===== src/rtl/afbs_pkg.sv =====
package afbs_pkg;

    localparam int WORD_W = 32;
    localparam int BYTE_W = 8;
    localparam int LANES  = WORD_W / BYTE_W;
    localparam int SEL_W  = $clog2(LANES);
    localparam logic [BYTE_W-1:0] AFFINE_C = 8'h63;
    localparam logic [BYTE_W-1:0] GF_POLY  = 8'h1B;

    typedef logic [BYTE_W-1:0] byte_t;
    typedef logic [WORD_W-1:0] word_t;
    typedef logic [SEL_W-1:0]  lane_t;

    typedef enum logic {
        EXT_ZERO = 1'b0,
        EXT_SIGN = 1'b1
    } ext_mode_e;

    typedef struct packed {
        word_t     acc;
        word_t     src;
        lane_t     lane;
        ext_mode_e ext;
    } step_req_t;

    function automatic byte_t gf_xtime(byte_t a);
        return a[BYTE_W-1] ? ((a << 1) ^ GF_POLY) : (a << 1);
    endfunction

    function automatic byte_t gf_mul(byte_t a, byte_t b);
        byte_t acc;
        byte_t sh;
        acc = '0;
        sh  = a;
        for (int i = 0; i < BYTE_W; i++) begin
            if (b[i]) acc = acc ^ sh;
            sh = gf_xtime(sh);
        end
        return acc;
    endfunction

    // a^254 is the multiplicative inverse in GF(2^8); zero maps to zero
    function automatic byte_t gf_inv(byte_t a);
        byte_t res;
        byte_t pw;
        logic [7:0] ex;
        res = 8'h01;
        pw  = a;
        ex  = 8'd254;
        for (int i = 0; i < 8; i++) begin
            if (ex[i]) res = gf_mul(res, pw);
            pw = gf_mul(pw, pw);
        end
        return res;
    endfunction

    function automatic byte_t rotl8(byte_t b, int n);
        return byte_t'((b << n) | (b >> (BYTE_W - n)));
    endfunction

    function automatic byte_t sbox_affine(byte_t b);
        byte_t r;
        r = b;
        for (int k = 1; k <= 4; k++) r = r ^ rotl8(b, k);
        return r ^ AFFINE_C;
    endfunction

    function automatic byte_t sbox_fwd(byte_t x);
        return sbox_affine(gf_inv(x));
    endfunction

endpackage


===== src/rtl/afbs_byte_pick.sv =====
module afbs_byte_pick
    import afbs_pkg::*;
(
    input  word_t word_in,
    input  lane_t lane,
    output byte_t byte_out
);

    always_comb begin
        byte_out = '0;
        for (int l = 0; l < LANES; l++) begin
            if (lane == lane_t'(l)) byte_out = word_in[l*BYTE_W +: BYTE_W];
        end
    end

endmodule


===== src/rtl/afbs_sbox.sv =====
module afbs_sbox
    import afbs_pkg::*;
(
    input  byte_t sb_in,
    output byte_t sb_out
);

    always_comb sb_out = sbox_fwd(sb_in);

endmodule


===== src/rtl/afbs_merge.sv =====
module afbs_merge
    import afbs_pkg::*;
#(
    parameter int XLEN = 64
) (
    input  byte_t           sub_byte,
    input  lane_t           lane,
    input  word_t           acc,
    input  ext_mode_e       ext,
    output logic [XLEN-1:0] result
);

    word_t placed;
    word_t low_word;

    always_comb begin
        placed = '0;
        for (int l = 0; l < LANES; l++) begin
            if (lane == lane_t'(l)) placed[l*BYTE_W +: BYTE_W] = sub_byte;
        end
        low_word = acc ^ placed;
    end

    generate
        if (XLEN > WORD_W) begin : g_ext
            always_comb begin
                result[WORD_W-1:0]    = low_word;
                result[XLEN-1:WORD_W] = (ext == EXT_SIGN) ? {(XLEN-WORD_W){low_word[WORD_W-1]}}
                                                          : '0;
            end
        end else begin : g_narrow
            logic merge_unused_ext;
            assign merge_unused_ext = ext;
            assign result = low_word;
        end
    endgenerate

endmodule


===== src/rtl/afbs_outreg.sv =====
module afbs_outreg #(
    parameter int XLEN = 64
) (
    input  logic            clk,
    input  logic            rst,
    input  logic            in_valid,
    output logic            in_ready,
    input  logic [XLEN-1:0] in_data,
    output logic            out_valid,
    input  logic            out_ready,
    output logic [XLEN-1:0] out_data
);

    logic            valid_q;
    logic [XLEN-1:0] data_q;

    assign in_ready  = !valid_q || out_ready;
    assign out_valid = valid_q;
    assign out_data  = data_q;

    always_ff @(posedge clk) begin
        if (rst) begin
            valid_q <= 1'b0;
        end else if (in_ready) begin
            valid_q <= in_valid;
        end
    end

    always_ff @(posedge clk) begin
        if (!rst && in_ready && in_valid) data_q <= in_data;
    end

    AST_RST_CLEARS: assert property (@(posedge clk) rst |=> !out_valid);
    AST_ACCEPT_LATENCY: assert property (@(posedge clk) disable iff (rst) (in_valid && in_ready) |=> (out_valid && out_data == $past(in_data)));
    AST_STALL_HOLD: assert property (@(posedge clk) disable iff (rst) (out_valid && !out_ready) |=> (out_valid && $stable(out_data)));
    AST_STALL_BLOCK: assert property (@(posedge clk) disable iff (rst) (out_valid && !out_ready) |-> !in_ready);
    AST_STREAM_OPEN: assert property (@(posedge clk) disable iff (rst) out_ready |-> in_ready);

endmodule


===== src/rtl/aes_final_byte_step.sv =====
module aes_final_byte_step
    import afbs_pkg::*;
#(
    parameter int XLEN = 64
) (
    input  logic            clk,
    input  logic            rst,
    input  logic            in_valid,
    output logic            in_ready,
    input  logic [XLEN-1:0] in_rs1,
    input  logic [XLEN-1:0] in_rs2,
    input  logic [1:0]      in_bsel,
    input  logic            in_wide,
    output logic            out_valid,
    input  logic            out_ready,
    output logic [XLEN-1:0] out_result
);

    step_req_t       req;
    byte_t           picked;
    byte_t           substituted;
    logic [XLEN-1:0] step_value;

    always_comb begin
        req.acc  = in_rs1[WORD_W-1:0];
        req.src  = in_rs2[WORD_W-1:0];
        req.lane = lane_t'(in_bsel);
        req.ext  = in_wide ? EXT_SIGN : EXT_ZERO;
    end

    generate
        if (XLEN > WORD_W) begin : g_hi
            logic top_unused_hi;
            assign top_unused_hi = ^{in_rs1[XLEN-1:WORD_W], in_rs2[XLEN-1:WORD_W]};
        end
    endgenerate

    afbs_byte_pick u_pick (
        .word_in  (req.src),
        .lane     (req.lane),
        .byte_out (picked)
    );

    afbs_sbox u_sbox (
        .sb_in  (picked),
        .sb_out (substituted)
    );

    afbs_merge #(.XLEN(XLEN)) u_merge (
        .sub_byte (substituted),
        .lane     (req.lane),
        .acc      (req.acc),
        .ext      (req.ext),
        .result   (step_value)
    );

    afbs_outreg #(.XLEN(XLEN)) u_outreg (
        .clk       (clk),
        .rst       (rst),
        .in_valid  (in_valid),
        .in_ready  (in_ready),
        .in_data   (step_value),
        .out_valid (out_valid),
        .out_ready (out_ready),
        .out_data  (out_result)
    );

endmodule


===== config.mk =====
export PLATFORM = sky130hd
export DESIGN_NAME = aes_final_byte_step
export DESIGN_NICKNAME = d
export VERILOG_FILES = /design/src/rtl/afbs_pkg.sv /design/src/rtl/afbs_byte_pick.sv /design/src/rtl/afbs_sbox.sv /design/src/rtl/afbs_merge.sv /design/src/rtl/afbs_outreg.sv /design/src/rtl/aes_final_byte_step.sv
export SDC_FILE = /design/constraint.sdc
export NUM_CORES = 1
export LEC_CHECK = 0
export BUFFER_PORTS_ARGS = -buffer_cell sky130_fd_sc_hd__buf_2
export CAP_MARGIN = 10
export CELL_PAD_IN_SITES_DETAIL_PLACEMENT = 1
export CELL_PAD_IN_SITES_GLOBAL_PLACEMENT = 1
export CORE_UTILIZATION = 50
export CTS_CLUSTER_SIZE = 16
export DETAILED_ROUTE_END_ITERATION = 16
export PLACE_DENSITY_LB_ADDON = 0.1
export RECOVER_POWER = 50
export SETUP_SLACK_MARGIN = 0.05
export SLEW_MARGIN = 0
export SYNTH_ARGS = -nofsm -noshare
export SYNTH_HDL_FRONTEND = slang
export SYNTH_HIERARCHICAL = 1
export SYNTH_SLANG_ARGS = --single-unit

===== constraint.sdc =====
create_clock -name clk -period 46.2 [get_ports clk]
set_input_delay 2.31 -clock clk [delete_from_list [all_inputs] [get_ports clk]]
set_output_delay 2.31 -clock clk [all_outputs]
set_load 0.05 [all_outputs]

==> metrics, run 1 <==
outcome=complete, but fails checks; violated checks=max-capacitance violations, max-slew violations; Post-CTS Repair Setup Buffers=0; Final Wtd Congestion=roughly 0.86; Worst R2R Start=u_outreg/out_valid$_SDFFE_PP0P_; Post-Route Setup TNS=0 ns; Max-Cap Viols=1; fin nets=2,315; Final min period=23.35 ns; Final setup violation count=0; Final Hold Fails=0; syn_area_per_cell=between 8 and 9 um2; R2R Setup Slk=roughly 42 ns; via count=around 16,000; Post-Synthesis Cells=2,132; number of synthesized flops with an enable pin=64; input/output buffers=roughly 140; Main synth FF type=edfxtp_1; RSZ-0062 raised after global routing=false; Least-Margin Pin Slew=3.54 ns; largest net degree at the start of global routing=65; worst clock skew=between 0.003 and 0.004 ns; vias per cell=6.11; #FFs+latches synth=65; Synth-to-Final Area Change=6.87%; Hold Crit Depth=2; crit path DAT=23.37 ns; Filler cells=around 4,200; I/O pin cnt=201; Worst Reg-to-Reg Cells=3; Root Driver=clkbuf_16; crit share post-route=between 50% and 60%; share of cells above drive strength 1=between 10% and 20%; H-tree Lvls=3; commonest non-fill, non-tap cell in the layout=xnor2_1; post-synth top area cell=xnor2_1; Tot GR Track Use=around 31%; clock-pin slew on the worst setup and hold paths=~0.06 ns; quantity of gates resized following cts=0; Clock Path Buffers=2; most frequent CP cell=xnor2_1; Synth area leaders=xnor2_1, edfxtp_1, xnor3_1, xor2_1, nor2_1; syn_nets=roughly 2,300; WP data required=roughly 46 ns; crit-path max FO=40; commonest cells after routing, fill and taps aside=xnor2_1, nor2_1, nand2_1; Final Max Tran Viols=65; TritonRoute pass-1 iters=5; DRT iter0 DRCs=1,061; Max-slew headroom=-136%; hold path start=u_outreg/out_valid$_SDFFE_PP0P_; initial antenna violation count=3; share of synthesized flip-flops with an asynchronous set or reset=0%; CTS tree=done; WL final=between 50 and 60 mm; effective utilization at floorplan=roughly 51%; worst reg2reg endpoint=u_outreg/out_data[24]$_DFFE_PP_; critical path class=primary input to flop; largest stage delay on the critical path=between 0.9 and 1 ns; first-pass GRT wire length=around 90 mm; startpoint types=primary input; worst min-delay path class=flop to flop; Hold EP=u_outreg/out_valid$_SDFFE_PP0P_; average routed wire per standard cell=around 22 um; Distinct cells, synth=~110; gr ovfl total=0; core footprint=roughly 34,000 um2; area taken by flip-flops and latches=between 1500 and 2000 um2; HPWL Detailed=40.1 mm; # DRC=0; footprint of the multi-input gates=about 15,000 um2; Num CTS Buffers=9; Die X=between 150 and 200 um; # hold bufs at CTS=0; mapped cell area=about 17,000 um2; yosys warns=6; cell row count=67; Worst-Skew Late Latency=between 0.3 and 0.4 ns; die area=~36,000 um2; fmax=42.8 MHz; CP endpoint kind=flop; vias in the first global route=about 16,000; Die Y=approximately 190 um; clk sinks=65; register area share after synthesis=between 10% and 20%; utilization after layout=between 50% and 60%; slowest CP cell=xor2_1; top cell type's share of synthesized area=around 20%; Post-DRT Antenna Nets=0
## state kept, by name, indices dropped and copies added, names as in the netlist
signal / count
u_outreg/out_valid: 1
u_outreg/out_data: 64
## kinds of logic after synthesis
group	Yosys count	share of synthesized area [%]
AND/OR/NAND/NOR	737	20.1
XOR/XNOR	656	42.3
AO/OA/AOI/OAI	392	15.2
buffers and inverters	197	5.59
multiplexers	78	5.18
flip-flops	65	11.2
adder cells (fa/ha/maj)	7	0.503
## worst max-delay path by stage
| stage | start | to | depth (start not counted) |
|---|---|---|---|
| 6_report | in_bsel[0] | u_outreg/out_data[40]$_DFFE_PP_ | 58 |
| 2_1_floorplan | in_bsel[0] | u_outreg/out_data[32]$_DFFE_PP_ | 65 |
| 5_1_grt | in_bsel[0] | u_outreg/out_data[53]$_DFFE_PP_ | 57 |
| 3_5_place_dp | in_bsel[0] | u_outreg/out_data[34]$_DFFE_PP_ | 58 |
| 4_1_cts | in_bsel[0] | u_outreg/out_data[53]$_DFFE_PP_ | 59 |
| 3_3_place_gp | in_bsel[0] | u_outreg/out_data[36]$_DFFE_PP_ | 58 |
## final cells by class
class / instances / area share, %
Clock inverter: 6 / 0.484
Tap cell: 448 / 3.01
Timing Repair Buffer: 204 / 5.95
Inverter: 23 / 0.464
Clock buffer: 10 / 1.29
Sequential cell: 65 / 10.4
Antenna cell: 6 / 0.0807
Multi-Input combinational cell: 1870 / 78.3
## critical path, delay by kind of cell
kind,cells,cell delay (ns)
XOR/XNOR,18,7.53
adder cells (fa/ha/maj),3,1.38
AO/OA/AOI/OAI,12,4.10
multiplexers,6,2.26
buffers and inverters,4,1.65
AND/OR/NAND/NOR,15,4.06
## per-stage QoR
step                      setup slack (ns)  instance area, um2  instances  hold slack (ns)
after global routing                 21.62               18600       2632            0.605
after floorplan                      26.33               17400       2132            0.864
after global placement               22.93               18300       2610            0.493
final                                22.85               18600       2632            0.561
after CTS                            22.68               18700       2626            0.525
after detailed placement             22.54               18300       2610            0.513
## synth_stat cells (9+ instances only)
| library cell | count |
|---|---|
| or2_2 | 11 |
| nand2b_1 | 14 |
| o22ai_1 | 29 |
| o211ai_1 | 18 |
| xnor2_1 | 398 |
| edfxtp_1 | 64 |
| buf_1 | 11 |
| mux2i_1 | 58 |
| nand3b_1 | 22 |
| and2_1 | 11 |
| and3_1 | 15 |
| a21oi_1 | 106 |
| xor2_1 | 131 |
| mux2_2 | 9 |
| a211oi_1 | 13 |
| buf_2 | 41 |
| xor3_1 | 12 |
| nor2b_1 | 10 |
| or3_1 | 13 |
| nand4_1 | 9 |
| nand3_1 | 57 |
| xnor2_2 | 21 |
| o21ai_1 | 11 |
| nor2_1 | 299 |
| or4_1 | 9 |
| a31oi_1 | 16 |
| nor3_1 | 58 |
| nand2_1 | 163 |
| inv_1 | 16 |
| a22oi_1 | 13 |
| nor4_1 | 11 |
| o21ai_0 | 70 |
| o21a_1 | 10 |
| xnor3_1 | 82 |
| buf_4 | 42 |
| clkbuf_1 | 76 |
## metal layers
layer  vias up  GRT usage (%)  share of wire [%]
li1       7482              -                  -
met1      8118           41.2                 44
met2       408           55.6                 50
met3        68           2.16                3.8
met4         0           6.95                1.8
met5         -              0                  0
Power of run 1 is not shown: default switching activity piles up to over one toggle a cycle in this logic, so the estimate is an artifact.
==> run 2, diff against run 1 <==
ABC_AREA = 1   (was unset)
CORE_UTILIZATION = 38   (was 50)
clock period = 20.8 ns   (was 46.2 ns; I/O delays follow)
==> metrics, run 2 <==
vias in the first global route=26,800 (+64%); largest stage delay on the critical path=0.81 ns (-0.12 ns); crit path DAT=18.91 ns (-4.46 ns); Main synth FF type=edfxtp_1; worst reg2reg endpoint=u_outreg/out_data[11]$_DFFE_PP_; most frequent CP cell=nand2_1; CTS tree=done; Post-Route Setup TNS=0 ns (unchanged); count leader, synth=nand2_1; Tot GR Track Use=26.7% (-4.5 points); # DRC=0 (unchanged); Final Hold Fails=0 (unchanged); DRT iter0 DRCs=1,522 (+43%); effective utilization at floorplan=38.8% (-13 points); commonest non-fill, non-tap cell in the layout=nand2_1; commonest cells after routing, fill and taps aside=nand2_1, nand3_1, inv_1; Final Max Tran Viols=65 (unchanged); yosys warns=6 (unchanged); fmax=around 53 MHz; max reg flops=64 (unchanged); top cell type's share of synthesized area=32.6% (+13 points); Die X=246 um (+30%); CP top delay family=simple AND/OR/NAND/NOR gates; Max-Cap Viols=1 (unchanged); Post-synth top cells=nand2_1, nand3_1, inv_1; I/O pin cnt=201 (unchanged); core footprint=58,100 um2 (+72%); fin nets=4,553 (+97%); Die Y=246 um (+30%); Final setup violation count=0 (unchanged); quantity of gates resized following cts=0 (unchanged); RSZ-0062 raised after global routing=false; via count=27,500 (+71%); worst clock skew=0.00623 ns (+0.00258 ns); share of cells above drive strength 1=11.3% (-0.84 points); Synth area leaders=nand2_1, nand3_1, edfxtp_1, inv_1, nand2_2; Hold EP=u_outreg/out_valid$_SDFFE_PP0P_; Synth-to-Final Area Change=4.04%; mapped cell area=22,600 um2 (+30%); Clock Path Buffers=2 (unchanged); worst hold slack=0.504 ns (-0.0568 ns); Post-Synthesis Cells=4,391 (+110%); gr ovfl total=0 (unchanged); CP endpoint kind=flop; R2R Setup Slk=17.35 ns (-25.11 ns); critical path class=primary input to flop; H-tree Lvls=3 (unchanged); Worst Reg-to-Reg Cells=4 (+1); slowest CP cell=nand4_1; share of synthesized flip-flops with an asynchronous set or reset=0% (unchanged); outcome=complete, but fails checks; number of synthesized flops with an enable pin=64 (unchanged); crit-path max FO=32 (-20%); Worst-Skew Late Latency=0.34 ns (about the same); syn_area_per_cell=5.14 um2 (-37%); hold path start=u_outreg/out_valid$_SDFFE_PP0P_; Final Wtd Congestion=0.874 (+1.4%); average routed wire per standard cell=15.8 um (-27%); Distinct cells, synth=50 (-54%); worst min-delay path class=flop to flop; clock-pin slew on the worst setup and hold paths=0.06 ns (about the same); Worst R2R Start=u_outreg/out_valid$_SDFFE_PP0P_; register area share after synthesis=8.60% (-2.6 points); Max-slew headroom=-130% (+5.5 points); Filler cells=8,719 (+110%); Hold Crit Depth=2 (unchanged); Post-CTS Repair Setup Buffers=0 (unchanged); final std cells w/o fill=5,185 (+97%); Root Driver=clkbuf_16; CP bufs+invs=20 (+16); #FFs+latches synth=65 (unchanged); dpl cells=5,165 (+98%); largest net degree at the start of global routing=65 (unchanged); vias per cell=5.31 (-13%); Final min period=18.78 ns; Least-Margin Pin Slew=3.46 ns (-0.0818 ns); input/output buffers=136 (unchanged); syn_nets=4,533 (+99%); Post-DRT Antenna Nets=0 (unchanged); first-pass GRT wire length=134 mm (+49%); die area=60,400 um2 (+70%); HPWL Detailed=64.4 mm (+61%); startpoint types=primary input; post-synth top area cell=nand2_1; initial antenna violation count=4 (+1); WL final=82.0 mm (+44%); TritonRoute pass-1 iters=5 (unchanged); # hold bufs at CTS=0 (unchanged); cell row count=88 (+31%); Num CTS Buffers=9 (unchanged); crit share post-route=roughly 90%; Design Area, Final=23,500 um2 (+26%); WP data required=20.93 ns (-25.29 ns); Placement Cell Area=23,300 um2 (+27%); clk sinks=65 (unchanged); violated checks=max-capacitance violations, max-slew violations
==> run 2: cell count changes after synthesis, sizes merged, moves of 72 or more <==
cell    change
a21oi      -98
nand3     +696
xnor2     -370
clkbuf     -72
nand2    +1996
inv       +482
xnor3      -82
==> run 2: worst max path at each step <==
stage | start | to | slack, ns | cells after the start
after floorplan | in_bsel[0] | u_outreg/out_data[32]$_DFFE_PP_ | 6.36 | 110
after global placement | in_bsel[1] | u_outreg/out_data[46]$_DFFE_PP_ | 2.43 | 108
after detailed placement | in_bsel[1] | u_outreg/out_data[57]$_DFFE_PP_ | 1.94 | 109
after CTS | in_bsel[1] | u_outreg/out_data[52]$_DFFE_PP_ | 2.30 | 109
after global routing | in_bsel[1] | u_outreg/out_data[52]$_DFFE_PP_ | 0.22 | 105
final | in_bsel[1] | u_outreg/out_data[51]$_DFFE_PP_ | 2.02 | 108
==> run 2: tightest hold or removal path: cells and delay by family (launching register included) <==
family | cells | cell delay (ns)
flip-flops | 1 | 0.33
AND/OR/NAND/NOR | 2 | 0.13
==> run 2: final cells by class <==
| cell class | count | area, um2 | share of cell area, % |
|---|---|---|---|
| tap | 765 | 957 | 4.08 |
| timing repair buffer | 148 | 686 | 2.92 |
| inverter | 507 | 1920 | 8.19 |
| sequential | 65 | 1940 | 8.27 |
| clock buffer | 9 | 225 | 0.959 |
| clock inverter | 7 | 63.8 | 0.272 |
| antenna | 4 | 10.0 | 0.0426 |
| multi-input combinational | 3680 | 17700 | 75.3 |
==> run 2: layer usage <==
layer | up-vias | GRT usage, % | part of all wire, %
met3 | 44 | 0.786 | 3.3
met4 | 2 | 4.24 | 0.85
met1 | 13100 | 36.2 | 48
met2 | 445 | 47.4 | 47
met5 | - | 0 | 0.016
li1 | 13900 | - | -
==> run 2: logic make-up (layout without fill, tap and decap cells) <==
kind of cell             count (synthesis)  after routing  synth area share [%]
AND/OR/NAND/NOR                       3359           3359                  66.7
buffers and inverters                  646            671                  13.1
XOR/XNOR                               167            167                  7.36
AO/OA/AOI/OAI                          147            147                  3.81
flip-flops                              65             65                  8.60
adder cells (fa/ha/maj)                  7              7                 0.388
other                                    0              4                     0
==> run 2: metrics by stage <==
stage          util [%]  setup WS (ns)
3_5_place_dp       40.0           1.94
4_1_cts            40.5           2.30
2_1_floorplan         -           6.36
5_1_grt            40.4          0.217
3_3_place_gp       40.0           2.43
6_report           40.4           2.02
Power of run 2 is left out for the same reason.
==> run 3, diff against run 2 <==
ABC_AREA = unset   (was 1)
CORE_UTILIZATION = 42   (was 38)
CTS_BUF_LIST = sky130_fd_sc_hd__clkbuf_4 sky130_fd_sc_hd__clkbuf_8   (was unset)
==> metrics, run 3 (same netlist as run 1, synthesis figures left out) <==
outcome=complete, but fails checks; violated checks=max-capacitance violations, max-slew violations; Final Wtd Congestion=0.847 (-3.1%); clock-pin slew on the worst setup and hold paths=0.08 ns (+0.02 ns); vias per cell=5.74 (+8.1%); CTS tree=done; WP data required=20.98 ns (+0.05 ns); worst hold slack=0.534 ns (+0.0298 ns); CP bufs+invs=4 (-80%); Max-slew headroom=-138% (-7.9 points); WL final=56.9 mm (-31%); quantity of gates resized following cts=0 (unchanged); Final setup violation count=0 (unchanged); RSZ-0062 raised after global routing=false; initial antenna violation count=0 (-4); Post-CTS Repair Setup Buffers=0 (unchanged); commonest non-fill, non-tap cell in the layout=xnor2_1; largest stage delay on the critical path=0.78 ns (-0.03 ns); first-pass GRT wire length=89.4 mm (-34%); fmax=51.4 MHz (-3.5%); share of cells above drive strength 1=13.8% (+2.5 points); Post-DRT Antenna Nets=0 (unchanged); critical path class=primary input to flop; slowest CP cell=mux4_2; H-tree Lvls=3 (unchanged); CP endpoint kind=flop; startpoint types=primary input; Final min period=19.46 ns (+0.682 ns); CP top delay family=simple AND/OR/NAND/NOR gates; gr ovfl total=0 (unchanged); cell row count=74 (-16%); # DRC=0 (unchanged); Max-Cap Viols=1 (unchanged); Tot GR Track Use=26.5% (-0.23 points); Least-Margin Pin Slew=3.57 ns (+0.118 ns); average routed wire per standard cell=20.7 um (+31%); Final Max Tran Viols=65 (unchanged); die area=42,200 um2 (-30%); worst min-delay path class=flop to flop; Placement Cell Area=18,800 um2 (-19%); crit share post-route=93.6% (+3.3 points); Die X=206 um (-16%); footprint of the multi-input gates=14,600 um2 (-18%); core footprint=40,800 um2 (-30%); TritonRoute pass-1 iters=5 (unchanged); Num CTS Buffers=9 (unchanged); Final Hold Fails=0 (unchanged); HPWL Detailed=42.4 mm (-34%); Die Y=206 um (-16%); worst setup margin=1.34 ns (-0.682 ns); area taken by flip-flops and latches=1940 um2 (unchanged); commonest cells after routing, fill and taps aside=xnor2_1, nor2_1, nand2_1; worst slack, placed=1.07 ns (-0.865 ns); DRT iter0 DRCs=918 (-40%); clk sinks=65 (unchanged); # hold bufs at CTS=0 (unchanged); largest net degree at the start of global routing=65 (unchanged); I/O pin cnt=201 (unchanged); crit-path max FO=21 (-34%); vias in the first global route=16,000 (-40%); Clock Path Buffers=2 (unchanged); Root Driver=clkbuf_8; crit path DAT=19.64 ns (+0.73 ns); Worst-Skew Late Latency=0.36 ns (+0.02 ns); worst clock skew=0.00942 ns (+0.00319 ns); via count=15,800 (-43%); effective utilization at floorplan=42.6% (+3.8 points); max reg flops=64 (unchanged); fin nets=2,354 (-48%); Synth-to-Final Area Change=8.52%; Inserted Diodes=0 (-4); Filler cells=5,095 (-42%); Design Area, Final=18,900 um2 (-20%); Post-Route Setup TNS=0 ns (unchanged); input/output buffers=136 (unchanged)
run 3: cell count changes in the layout (fill, tap and decap cells not counted), sizes merged, moves of 58 or more:
cell and delta:
buf +95, nor3 +58, nand2 -1996, inv -484
nand3 -696, xnor2 +370, xnor3 +82, nand4 -63
a21oi +98, nand3b -68, mux2i +59
run 3: final timing paths:
kind | startpoint | end | slack, ns | depth (start not counted)
worst max-delay path | in_bsel[0] | u_outreg/out_data[48]$_DFFE_PP_ | 1.34 | 59
worst min-delay path | u_outreg/out_valid$_SDFFE_PP0P_ | u_outreg/out_valid$_SDFFE_PP0P_ | 0.53 | 2
worst max register to register | u_outreg/out_valid$_SDFFE_PP0P_ | u_outreg/out_data[30]$_DFFE_PP_ | 17.12 | 3
worst min register to register | u_outreg/out_valid$_SDFFE_PP0P_ | u_outreg/out_valid$_SDFFE_PP0P_ | 0.53 | 2
run 3: area by class of cell:
| class | count | area share, % |
|---|---|---|
| sequential | 65 | 10.3 |
| multi-input combinational | 1870 | 77.1 |
| clock buffer | 10 | 0.729 |
| timing repair buffer | 243 | 7.41 |
| tap | 532 | 3.53 |
| clock inverter | 6 | 0.477 |
| inverter | 23 | 0.457 |
run 3: layer usage:
metal | track usage, % | up-vias | wire (um)
met4 | 4.84 | 0 | 801
met3 | 1.43 | 50 | 1040
met1 | 34.4 | 7933 | 26000
met2 | 48.4 | 227 | 29100
li1 | - | 7557 | -
met5 | 0 | - | 0
run 3: tightest hold or removal path: cells and delay by family (launching register included):
kind | cells | cell delay (ns)
compound gates | 1 | 0.07
flops | 1 | 0.32
simple gates | 1 | 0.10
run 3: per-stage QoR:
step	std cells	utilization, %
final	2749	46.2
after global routing	2749	46.2
after CTS	2749	46.5
after detailed placement	2733	45.9
after global placement	2733	45.9
after floorplan	2132	-
Power of run 3 is left out for the same reason.
